**config.mk**
```make
export PLATFORM = sky130hd
export DESIGN_NAME = chconv_top
export DESIGN_NICKNAME = d
export VERILOG_FILES = /design/src/rtl/chconv_pkg.sv /design/src/rtl/chconv_sext.sv /design/src/rtl/chconv_mix.sv /design/src/rtl/chconv_lane.sv /design/src/rtl/chconv_top.sv
export SDC_FILE = /design/constraint.sdc
export NUM_CORES = 1
export LEC_CHECK = 0
export BUFFER_PORTS_ARGS = -buffer_cell sky130_fd_sc_hd__buf_2
export CORE_MARGIN = 2
export CORE_UTILIZATION = 53
export CTS_CLUSTER_DIAMETER = 40
export DETAILED_ROUTE_END_ITERATION = 8
export PLACE_DENSITY = 0.77
export SYNTH_ARGS = -nofsm -noshare
export SYNTH_HDL_FRONTEND = slang
export SYNTH_SLANG_ARGS = --single-unit
```
**constraint.sdc**
```tcl
create_clock -name clk -period 3.24 [get_ports clk]
set_clock_uncertainty 0.05 [all_clocks]
set_input_delay 0.162 -clock clk [delete_from_list [all_inputs] [get_ports clk]]
set_output_delay 0.162 -clock clk [all_outputs]
set_load 0.005 [all_outputs]
```
**src/rtl/chconv_pkg.sv**
```systemverilog
package chconv_pkg;

    typedef enum logic [1:0] {
        OP_PASS     = 2'd0,
        OP_REDUCE   = 2'd1,
        OP_EXPAND   = 2'd2,
        OP_PASS_ALT = 2'd3
    } conv_op_e;

    typedef enum logic [1:0] {
        PICK_CH0      = 2'd0,
        PICK_CH1      = 2'd1,
        PICK_MEAN     = 2'd2,
        PICK_MEAN_ALT = 2'd3
    } pick_e;

    typedef enum logic [1:0] {
        ST_FIRST  = 2'd0,
        ST_SECOND = 2'd1,
        ST_DUP    = 2'd2,
        ST_TAIL   = 2'd3
    } lane_st_e;

    localparam int NARROW_A_W = 8;
    localparam int NARROW_B_W = 16;

endpackage

```
**src/rtl/chconv_sext.sv**
```systemverilog
module chconv_sext
    import chconv_pkg::*;
#(
    parameter int SAMPLE_W = 32
) (
    input  logic [1:0]          width_code,
    input  logic [SAMPLE_W-1:0] raw,
    output logic [SAMPLE_W-1:0] ext
);
    localparam int PAD_A = SAMPLE_W - NARROW_A_W;
    localparam int PAD_B = SAMPLE_W - NARROW_B_W;

    always_comb begin
        unique case (width_code)
            2'd0:    ext = {{PAD_A{raw[NARROW_A_W-1]}}, raw[NARROW_A_W-1:0]};
            2'd1:    ext = {{PAD_B{raw[NARROW_B_W-1]}}, raw[NARROW_B_W-1:0]};
            default: ext = raw;
        endcase
    end
endmodule

```
**src/rtl/chconv_mix.sv**
```systemverilog
module chconv_mix
    import chconv_pkg::*;
#(
    parameter int SAMPLE_W = 32
) (
    input  pick_e               sel,
    input  logic [SAMPLE_W-1:0] first,
    input  logic [SAMPLE_W-1:0] second,
    output logic [SAMPLE_W-1:0] result
);
    localparam int SUM_W = SAMPLE_W + 1;

    logic [SUM_W-1:0] sum;

    // one guard bit keeps the sum exact; dropping the LSB is an arithmetic shift
    assign sum = {first[SAMPLE_W-1], first} + {second[SAMPLE_W-1], second};

    always_comb begin
        unique case (sel)
            PICK_CH0:                result = first;
            PICK_CH1:                result = second;
            PICK_MEAN, PICK_MEAN_ALT: result = sum[SUM_W-1:1];
        endcase
    end
endmodule

```
**src/rtl/chconv_lane.sv**
```systemverilog
module chconv_lane
    import chconv_pkg::*;
#(
    parameter int SAMPLE_W = 32
) (
    input  logic                clk,
    input  logic                rst_n,
    input  logic [1:0]          cfg_op,
    input  logic [1:0]          cfg_pick,
    input  logic                cfg_fill,
    input  logic [1:0]          cfg_width,
    input  logic                in_valid,
    output logic                in_ready,
    input  logic [SAMPLE_W-1:0] in_data,
    input  logic                in_chan,
    output logic                out_valid,
    input  logic                out_ready,
    output logic [SAMPLE_W-1:0] out_data,
    output logic                out_chan
);
    lane_st_e            st_q, st_d;
    conv_op_e            op_q, op_eff;
    pick_e               pick_q, pick_eff;
    logic                fill_q, fill_eff;
    logic [SAMPLE_W-1:0] hold_q;
    logic [SAMPLE_W-1:0] in_ext;
    logic [SAMPLE_W-1:0] mix_res;
    logic                ovalid_q;
    logic [SAMPLE_W-1:0] odata_q;
    logic                ochan_q;
    logic                out_free;
    logic                accept;

    chconv_sext #(.SAMPLE_W(SAMPLE_W)) u_sext (
        .width_code (cfg_width),
        .raw        (in_data),
        .ext        (in_ext)
    );

    chconv_mix #(.SAMPLE_W(SAMPLE_W)) u_mix (
        .sel    (pick_eff),
        .first  (hold_q),
        .second (in_ext),
        .result (mix_res)
    );

    // settings are live only at a frame start, latched copies otherwise
    assign op_eff   = (st_q == ST_FIRST) ? conv_op_e'(cfg_op) : op_q;
    assign pick_eff = (st_q == ST_FIRST) ? pick_e'(cfg_pick)  : pick_q;
    assign fill_eff = (st_q == ST_FIRST) ? cfg_fill           : fill_q;

    assign out_free = !ovalid_q || out_ready;
    assign accept   = in_valid && in_ready;

    // next-state logic
    always_comb begin
        st_d = st_q;
        unique case (st_q)
            ST_FIRST: begin
                if (accept) begin
                    if (op_eff == OP_EXPAND)
                        st_d = ST_DUP;
                    else if (!in_chan)
                        st_d = ST_SECOND;
                end
            end
            ST_SECOND: begin
                if (accept && in_chan)
                    st_d = ST_FIRST;
            end
            ST_DUP: begin
                if (out_ready)
                    st_d = ST_TAIL;
            end
            ST_TAIL: begin
                if (out_ready)
                    st_d = ST_FIRST;
            end
        endcase
    end

    // state register
    always_ff @(posedge clk) begin
        if (!rst_n)
            st_q <= ST_FIRST;
        else
            st_q <= st_d;
    end

    // outputs and datapath
    always_comb begin
        in_ready  = ((st_q == ST_FIRST) || (st_q == ST_SECOND)) && out_free;
        out_valid = ovalid_q;
        out_data  = odata_q;
        out_chan  = ochan_q;
    end

    always_ff @(posedge clk) begin
        if (!rst_n) begin
            op_q     <= OP_PASS;
            pick_q   <= PICK_CH0;
            fill_q   <= 1'b0;
            hold_q   <= '0;
            ovalid_q <= 1'b0;
            odata_q  <= '0;
            ochan_q  <= 1'b0;
        end else begin
            if (st_q == ST_FIRST) begin
                op_q   <= conv_op_e'(cfg_op);
                pick_q <= pick_e'(cfg_pick);
                fill_q <= cfg_fill;
            end
            if (ovalid_q && out_ready)
                ovalid_q <= 1'b0;
            unique case (st_q)
                ST_FIRST, ST_SECOND: begin
                    if (accept) begin
                        case (op_eff)
                            OP_REDUCE: begin
                                if (!in_chan) begin
                                    hold_q <= in_ext;
                                end else if (st_q == ST_SECOND) begin
                                    ovalid_q <= 1'b1;
                                    odata_q  <= mix_res;
                                    ochan_q  <= 1'b0;
                                end
                            end
                            OP_EXPAND: begin
                                ovalid_q <= 1'b1;
                                odata_q  <= in_ext;
                                ochan_q  <= 1'b0;
                                hold_q   <= fill_eff ? in_ext : '0;
                            end
                            default: begin
                                ovalid_q <= 1'b1;
                                odata_q  <= in_ext;
                                ochan_q  <= in_chan;
                            end
                        endcase
                    end
                end
                ST_DUP: begin
                    if (out_ready) begin
                        ovalid_q <= 1'b1;
                        odata_q  <= hold_q;
                        ochan_q  <= 1'b1;
                    end
                end
                ST_TAIL: begin
                end
            endcase
        end
    end

    // idle after reset
    p_reset_idle_r1: assert property (@(posedge clk) disable iff (!rst_n)
        $past(!rst_n) |-> (!out_valid && in_ready));

    // output held under backpressure
    p_out_hold_r10: assert property (@(posedge clk) disable iff (!rst_n)
        (out_valid && !out_ready) |=> (out_valid && $stable(out_data) && $stable(out_chan)));

    // expansion blocks the input
    p_expand_stall_r7: assert property (@(posedge clk) disable iff (!rst_n)
        (accept && op_eff == OP_EXPAND) |=> !in_ready);

    // second half follows the first with tag 1
    p_expand_order_r6: assert property (@(posedge clk) disable iff (!rst_n)
        (st_q == ST_DUP && out_ready) |=> (out_valid && out_chan));

    // a completed pair yields a tag-0 result
    p_pair_out_r3: assert property (@(posedge clk) disable iff (!rst_n)
        (accept && st_q == ST_SECOND && op_q == OP_REDUCE && in_chan) |=> (out_valid && !out_chan));

endmodule

```
**src/rtl/chconv_top.sv**
```systemverilog
module chconv_top
    import chconv_pkg::*;
#(
    parameter int SAMPLE_W = 32
) (
    input  logic                clk,
    input  logic                rst_n,
    input  logic [1:0]          pb_mode,
    input  logic [1:0]          pb_pick,
    input  logic                pb_fill,
    input  logic [1:0]          pb_width,
    input  logic                pb_in_valid,
    output logic                pb_in_ready,
    input  logic [SAMPLE_W-1:0] pb_in_data,
    input  logic                pb_in_chan,
    output logic                pb_out_valid,
    input  logic                pb_out_ready,
    output logic [SAMPLE_W-1:0] pb_out_data,
    output logic                pb_out_chan,
    input  logic [1:0]          cp_mode,
    input  logic [1:0]          cp_pick,
    input  logic                cp_fill,
    input  logic [1:0]          cp_width,
    input  logic                cp_in_valid,
    output logic                cp_in_ready,
    input  logic [SAMPLE_W-1:0] cp_in_data,
    input  logic                cp_in_chan,
    output logic                cp_out_valid,
    input  logic                cp_out_ready,
    output logic [SAMPLE_W-1:0] cp_out_data,
    output logic                cp_out_chan
);
    localparam int N_DIR = 2;

    logic [N_DIR-1:0][1:0]          mode_a, pick_a, width_a;
    logic [N_DIR-1:0]               fill_a, ivld_a, irdy_a, ichan_a;
    logic [N_DIR-1:0]               ovld_a, ordy_a, ochan_a;
    logic [N_DIR-1:0][SAMPLE_W-1:0] idata_a, odata_a;

    assign mode_a  = {cp_mode, pb_mode};
    assign pick_a  = {cp_pick, pb_pick};
    assign width_a = {cp_width, pb_width};
    assign fill_a  = {cp_fill, pb_fill};
    assign ivld_a  = {cp_in_valid, pb_in_valid};
    assign ichan_a = {cp_in_chan, pb_in_chan};
    assign idata_a = {cp_in_data, pb_in_data};
    assign ordy_a  = {cp_out_ready, pb_out_ready};

    assign pb_in_ready  = irdy_a[0];
    assign pb_out_valid = ovld_a[0];
    assign pb_out_data  = odata_a[0];
    assign pb_out_chan  = ochan_a[0];
    assign cp_in_ready  = irdy_a[1];
    assign cp_out_valid = ovld_a[1];
    assign cp_out_data  = odata_a[1];
    assign cp_out_chan  = ochan_a[1];

    for (genvar d = 0; d < N_DIR; d++) begin : g_lane
        chconv_lane #(.SAMPLE_W(SAMPLE_W)) u_lane (
            .clk       (clk),
            .rst_n     (rst_n),
            .cfg_op    (mode_a[d]),
            .cfg_pick  (pick_a[d]),
            .cfg_fill  (fill_a[d]),
            .cfg_width (width_a[d]),
            .in_valid  (ivld_a[d]),
            .in_ready  (irdy_a[d]),
            .in_data   (idata_a[d]),
            .in_chan   (ichan_a[d]),
            .out_valid (ovld_a[d]),
            .out_ready (ordy_a[d]),
            .out_data  (odata_a[d]),
            .out_chan  (ochan_a[d])
        );
    end
endmodule

```
==> Word-level counts from Yosys, hierarchy flattened <==
Index checks and enable logic that the tools add are counted.
{ "op_classes": {"addsub": 2, "eq_ne": 36, "mux": 68, "n_reduce_logical": 34} }
{ "ops": {"columns": ["op", "count"], "rows": [
  ["$mux W32", 14],
  ["$pmux W32 S2", 6],
  ["$pmux W32 S3", 2],
  ["$add A32 B32 Y33", 2],
  ["$mux W2", 16],
  ["$mux W1", 22],
  ["$eq A2 B2 Y1 const B", 10],
  ["$reduce_and A5 Y1", 4],
  ["$eq A2 B1 Y1 const B", 8],
  ["$pmux W2 S4", 2],
  ["$logic_not A2 Y1", 6],
  ["$ne A2 B1 Y1 const B", 6],
  ["$ne A2 B2 Y1 const B", 6],
  ["$ne A3 B3 Y1 const B", 4],
  ["$pmux W1 S2", 6],
  ["$logic_and A1 B1 Y1", 8],
  ["$reduce_and A4 Y1", 2],
  ["$reduce_bool A2 Y1", 4],
  ["$reduce_or A2 Y1", 4],
  ["$ne A3 B2 Y1 const B", 2],
  ["$logic_or A1 B1 Y1", 4],
  ["$logic_not A1 Y1", 2]
]} }
{ "totals": {"reg_bits": 146, "output_inout_bits": 70, "wordCells": 156} }

==> Longest topological paths before layout <==
{ "depth": {"word_depth": 10, "mapped_depth": 16, "ltp_nobuf": 14} }

==> By module <==
Synthesis repeated with hierarchy kept, for this count alone.
{ "unflattened": {"hier_cells": 1684, "hier_area_um2": 13030.0} }
{ "by_module_without_submodules": {"columns": ["mod", "n_inst", "cells_per_inst", "area_each_um2"], "rows": [
  ["chconv_lane", 2, 414, 3627.2],
  ["chconv_mix at g_lane[0].u_lane.u_mix", 1, 388, 2593.7],
  ["chconv_mix at g_lane[1].u_lane.u_mix", 1, 340, 2328.5],
  ["chconv_sext", 2, 64, 426.7]
]} }

==> Worst setup path before layout <==
No wires, ideal clock.
{ "synth_path": {"path_kind": "input to register", "startpoint": "in cp_width[0]", "endpoint": "reg g_lane[1].u_lane.odata_q[29]", "setup_time_ns": 0.132, "t_arrival_ns": 3.210, "required_time_ns": 3.058, "slack_ns": -0.152, "cell_stages": 15, "path_buffers": 2, "path_cell_list": "clkbuf_1 -> a211oi_1 -> clkbuf_1 -> a21oi_1 -> ha_1 -> nand2_1 -> o21ai_0 -> a21o_1 -> a21oi_1 -> a32o_1 -> o211a_1 -> o31ai_2 -> xor2_1 -> a21oi_1 -> nor4_2"} }
{ "synth_via": {"elab_chain_cells": 9, "elab_cells_between_ends": 10, "cone_classes": "add/sub: 1; eq/ne: 1; mux: 7; reduce/logical: 1"} }
{ "synth_lines": {"columns": ["element", "line", "text"], "rows": [
  ["start: declaration", "chconv_top.sv:23", "input logic [1:0] cp_width,"],
  ["$eq A2 B1 Y1 or $logic_not A2 Y1 (tied branches)", "chconv_sext.sv:14", "unique case (width_code)"],
  ["$pmux W32 S2 *", "chconv_sext.sv:14", null],
  ["$add A32 B32 Y33", "chconv_mix.sv:16", "assign sum = {first[SAMPLE_W-1], first} + {second[SAMPLE_W-1], second};"],
  ["$pmux W32 S3", "chconv_mix.sv:19", "unique case (sel)"],
  ["$mux W32", "chconv_lane.sv:122", "end else if (st_q == ST_SECOND) begin"],
  ["$mux W32", "chconv_lane.sv:120", "if (!in_chan) begin"],
  ["$mux W32 *", "chconv_lane.sv:118", "case (op_eff)"],
  ["$mux W32 *", "chconv_lane.sv:117", "if (accept) begin"],
  ["$pmux W32 S2 *", "chconv_lane.sv:115", "unique case (st_q)"],
  ["end signal: assignment", "chconv_lane.sv:124", "odata_q <= mix_res;"],
  ["end signal: assignment", "chconv_lane.sv:130", "odata_q <= in_ext;"],
  ["end signal: assignment", "chconv_lane.sv:136", "odata_q <= in_ext;"],
  ["end: declaration", "chconv_lane.sv:29", "logic [SAMPLE_W-1:0] odata_q;"]
]} }
Every way passes the cells marked *; elsewhere a longest branch is shown, timed or not. The select of a mux whose other input is x is not followed.
A chain may end at the register's enable or synchronous reset.

==> Worst setup path in the final report <==
{ "layout_path": {"startpoint": "in pb_in_data[2]", "endpoint": "reg g_lane[0].u_lane.odata_q[30]"} }
{ "layout_via": {"elab_chain_cells": 8} }
{ "layout_lines": {"columns": ["element", "line", "text"], "rows": [
  ["start: declaration", "chconv_top.sv:14", "input logic [SAMPLE_W-1:0] pb_in_data,"],
  ["$pmux W32 S2", "chconv_sext.sv:14", null],
  ["$add A32 B32 Y33", "chconv_mix.sv:16", null],
  ["$pmux W32 S3", "chconv_mix.sv:19", null],
  ["$mux W32", "chconv_lane.sv:122", null],
  ["$mux W32", "chconv_lane.sv:120", null],
  ["$mux W32", "chconv_lane.sv:118", null],
  ["$mux W32", "chconv_lane.sv:117", null],
  ["$pmux W32 S2", "chconv_lane.sv:115", null],
  ["end signal: assignment", "chconv_lane.sv:124", null],
  ["end signal: assignment", "chconv_lane.sv:130", null],
  ["end signal: assignment", "chconv_lane.sv:136", null],
  ["end: declaration", "chconv_lane.sv:29", null]
]} }
Every way passes these cells. The select of a mux whose other input is x is not followed.

==> results.txt <==
The run finished with clean final reports. The vertical die dimension was 142.5 um; the remaining routing DRC violations was 0. The finished layout holds 1,822 standard cells, fillers aside.

The run gives 10,799 as the via count of the first global-routing pass. The type of the worst setup path was in -> reg. The sequential cells in the finished layout cover a total of 2923 um^2.

Dividing the detail-routed via count by the number of cells gives 6.268. Of all flip-flops after synthesis, the portion carrying an async set or reset was 0%. Setup repair after global routing left no endpoint under its margin.

The cell type with the highest aggregate area in the netlist is dfxtp_1. Counting the fill cells in the layout gives 1,626. Walking the worst path, the cells encountered are dlygate4sd3_1 -> buf_2 -> ha_1 -> nand4_1 -> a21oi_1 -> o21ai_0 -> a31oi_1 -> o211ai_1 -> a31o_2 -> o31a_1 -> o31ai_1 -> or4_1 -> nand3_1. Across the run, the number of max-cap violations was 0. The end-of-flow core utilization came out at 66.89%. The die covers 20,300 um^2.

The worst max-slew margin expressed relative to the limit came out at 36.73%. Synthesis produced a netlist whose cell count is 1,358. For this block, the routed nets add up to 34.87 mm of wire. The horizontal extent of the die was 142.5 um; the cell row count was 50. In this run, the number of DRC markers left after iteration 0 of detailed routing was 1,271.

Count of distinct cell types in the synthesized netlist: 74. During synthesis, Yosys emitted a total of 0 warnings. The netlist area before placement is 10,160 um^2, and the final number of max-transition violations is 0. The fraction of final layout cells with drive strength greater than 1 is 19.77%. The logs give 4 for the H-tree level count and 55.20 mm for the first-pass GRT wire length. The count of vias placed by the detailed router came out at 11,420.

Multi-input logic area: 6761 um^2. Setup violations remaining at the end of the flow were counted as 0. The path class of the tightest hold or removal check is in -> reg. Summed over all cells, the static leakage comes to 5.783 nW. In this run the tool buffered the top-level ports with 155 buffer cells. The minimum period implied by the final worst setup slack is 3095 ps, and the delay contributed by the slowest stage of the critical path is 530 ps.

The area share of the leading cell type in the synthesized netlist works out to 28.76%. The placed instance count is 1,773, and the antenna violation net count after detailed routing is 0. For this run, the register share of the synthesized area comes to 28.76%. The last weighted congestion value of the routability-driven placer was 1.031; the source-to-sink clock delay at the later pin of the worst-skew pair was 430 ps.

In this run, synthesis produced a sequential element count of 146. The number of ports placed on the die boundary is 156, and the number of enable-type register cells in the synthesized netlist is 0. The area growth from synthesis to layout is 23.54%. The mean instance size in the synthesized netlist was 7.483 um^2.

At the pin with the least slew margin, the transition time is 949.1 ps. Dividing the detail-routed wire length by the instance count gives 19.14 um. For the initial core utilization, the log shows 54.15%.

Across the VDD grid, the largest voltage drop is 0.4727 mV. The logs give 1 for the initial antenna violation count and 18,770 um^2 for the area of the placeable core. After the last flow step, the layout net total stands at 1,737. The number of antenna diodes in the final layout is 0. The tools report the maximum number of pins on one net before global-route repair as 59.

The run gives 33.91% as the global router's overall resource usage. The run gives 0 as the number of hold-slack violations in the final timing report. Clock root buffer: clkbuf_16.

Most frequently used flop master after synthesis: dfxtp_1. Of all nets on the critical path, the largest fanout is 4. Clock-pin slew reported for the worst setup and hold paths after clock tree synthesis: 60 ps. After layout, the worst path uses 95.53% of the clock period. The data arrival time at the worst-slack endpoint was 3370 ps. Buffers inserted during clock tree synthesis total 17.

The number of nets handed over by synthesis was 1,520. The tools report the maximum clock frequency as 323.1 MHz. The maximum clock path buffer count was 2. STA classifies the critical path endpoint as a flip-flop.

TritonCTS built the clock tree. The slowest stage of the critical path is the dlygate4sd3_1 cell. For this design, the sink count on the clock tree is 146.

By area the synthesized netlist is led by dfxtp_1 29%, ha_1 9.1%, a21oi_1 8.1%. The final HPWL from detailed placement was 24.62 mm. The tightest hold path in the finished design has a slack of 15.66 ps. The worst setup path is launched from a primary input. Once the clock tree was built, the setup fixing pass inserted 0 buffers. The first detailed-routing pass took 6 iterations. The total overflow left after global routing is 0.

Power spread over the standard cell area amounts to 563.8 nW/um^2. STA puts the critical path data required time at 3510 ps.
-- worst paths after layout --
path | from | endpoint | slack, ps | cells past startpoint
worst max-delay path | pb_in_data[2] | g_lane[0].u_lane.out_data[30] | 140 | 13
worst max register to register | g_lane[0].u_lane.hold_q[2] | g_lane[0].u_lane.out_data[30] | 220 | 11
worst min-delay path | cp_in_chan | g_lane[1].u_lane.out_chan | 20 | 3
worst min register to register | g_lane[0].u_lane.out_data[16] | g_lane[0].u_lane.out_data[16] | 400 | 1
-- layout make-up --
cell class	count	share of cell area, %
multi-input combinational	1082	53.86
sequential	146	23.28
timing repair buffer	274	13.83
clock buffer	19	3.608
tap	234	2.332
inverter	54	1.624
clock inverter	13	1.465
-- routing by layer --
metal  share of wire [%]  vias to the layer above  GRT usage (%)
met5               0.037                        -              0
met4                 3.3                        2          13.13
met3                 7.8                       94          6.057
met2                  47                      586          57.31
met1                  42                     5341          42.99
li1                    -                     5397              -
-- sequential cells by signal (all words and copies together), names as in the netlist --
register,cells
g_lane.u_lane.hold_q,64
g_lane.u_lane.out_data,64
g_lane.u_lane.op_q,4
g_lane.u_lane.pick_q,4
g_lane.u_lane.st_q,4
g_lane.u_lane.fill_q,2
g_lane.u_lane.out_chan,2
g_lane.u_lane.out_valid,2
-- cell usage after synthesis (3+ instances only) --
cell / number
o22ai_1: 14
nor2_1: 129
a311oi_1: 4
o21bai_1: 5
nand3_1: 57
o31ai_1: 7
xnor2_1: 30
a21oi_1: 165
o211ai_1: 12
buf_2: 6
o41ai_1: 3
a221oi_1: 35
o21a_1: 6
nor4_1: 7
o21ai_1: 5
a21o_1: 31
and2_1: 11
mux2i_1: 12
nand4_1: 10
or3_1: 3
a211oi_1: 17
mux2_2: 3
dfxtp_1: 146
nor2b_1: 13
nor3_1: 27
ha_1: 74
a221o_1: 8
clkbuf_1: 68
a31oi_1: 6
nand2b_1: 13
or2_1: 3
o2111ai_1: 4
and3_1: 9
o21ai_0: 109
inv_1: 54
xor2_1: 23
a22oi_1: 40
nand2_1: 140
-- critical path, delay by kind of cell --
kind | cells | cell delay, ps
compound gates | 7 | 1820
fa+ha+maj | 1 | 340
buf+inv | 2 | 680
simple gates | 3 | 360
-- what timing repair did --
item | in CTS | in global routing
gates resized for setup | 0 | 3
endpoints found under the hold margin | 17 | 0
setup endpoints to repair | 0 | 8
hold buffers | 17 | 0
-- placed cells by master, fill, tap and decap left out, types with 6 or more instances in the layout --
cell type | netlist | routed
o211ai_1 | 12 | 12
nand2_1 | 140 | 139
and3_1 | 9 | 9
nor3_1 | 27 | 27
clkbuf_16 | 0 | 17
nand3_1 | 57 | 57
nor4_1 | 7 | 7
buf_2 | 6 | 155
a221o_1 | 8 | 8
and2_1 | 11 | 11
nand4_1 | 10 | 10
a221oi_1 | 35 | 35
a22oi_1 | 40 | 40
xnor2_1 | 30 | 30
o21ai_0 | 109 | 109
mux2i_1 | 12 | 12
nand2b_1 | 13 | 13
inv_1 | 54 | 53
a21oi_1 | 165 | 164
xor2_1 | 23 | 23
buf_4 | 0 | 100
clkinvlp_4 | 0 | 6
o21a_1 | 6 | 6
a21o_1 | 31 | 30
o22ai_1 | 14 | 14
o31ai_1 | 7 | 7
nor2b_1 | 13 | 13
ha_1 | 74 | 74
dfxtp_1 | 146 | 146
a31oi_1 | 6 | 6
nor2_1 | 129 | 129
a211oi_1 | 17 | 15
dlygate4sd3_1 | 0 | 17
-- power breakdown --
group / switching, W / total (W) / internal [W] / leakage [nW]
Clock: 0.000837 / 0.00216 / 0.00133 / 0.293
Combinational: 0.00159 / 0.00269 / 0.00109 / 4.29
Sequential: 0.000184 / 0.00223 / 0.00204 / 1.20
Total: 0.00261 / 0.00708 / 0.00446 / 5.78
-- cell families (layout without fill, tap and decap cells) --
| kind of cell | after synthesis | in the layout | synth area share, % |
|---|---|---|---|
| xor+xnor | 53 | 53 | 4.568 |
| simple gates | 438 | 438 | 19.58 |
| flops | 146 | 146 | 28.76 |
| buf+inv | 130 | 360 | 4.949 |
| fa+ha+maj | 76 | 76 | 9.505 |
| mux | 15 | 15 | 1.514 |
| compound gates | 500 | 500 | 31.13 |
-- per-stage QoR --
stage	total power [W]	area [um^2]	setup TNS, ps	setup slack, ps
2_1_floorplan	0.003871	10170	0	13.21
3_3_place_gp	0.004800	11740	-153.5	-45.04
3_5_place_dp	0.004833	11740	-345.2	-91.65
4_1_cts	0.007026	12540	0	209.6
5_1_grt	0.007435	12550	0	13.29
6_report	0.007078	12550	0	144.7
No activity file was read; power rests on OpenSTA's default activity.
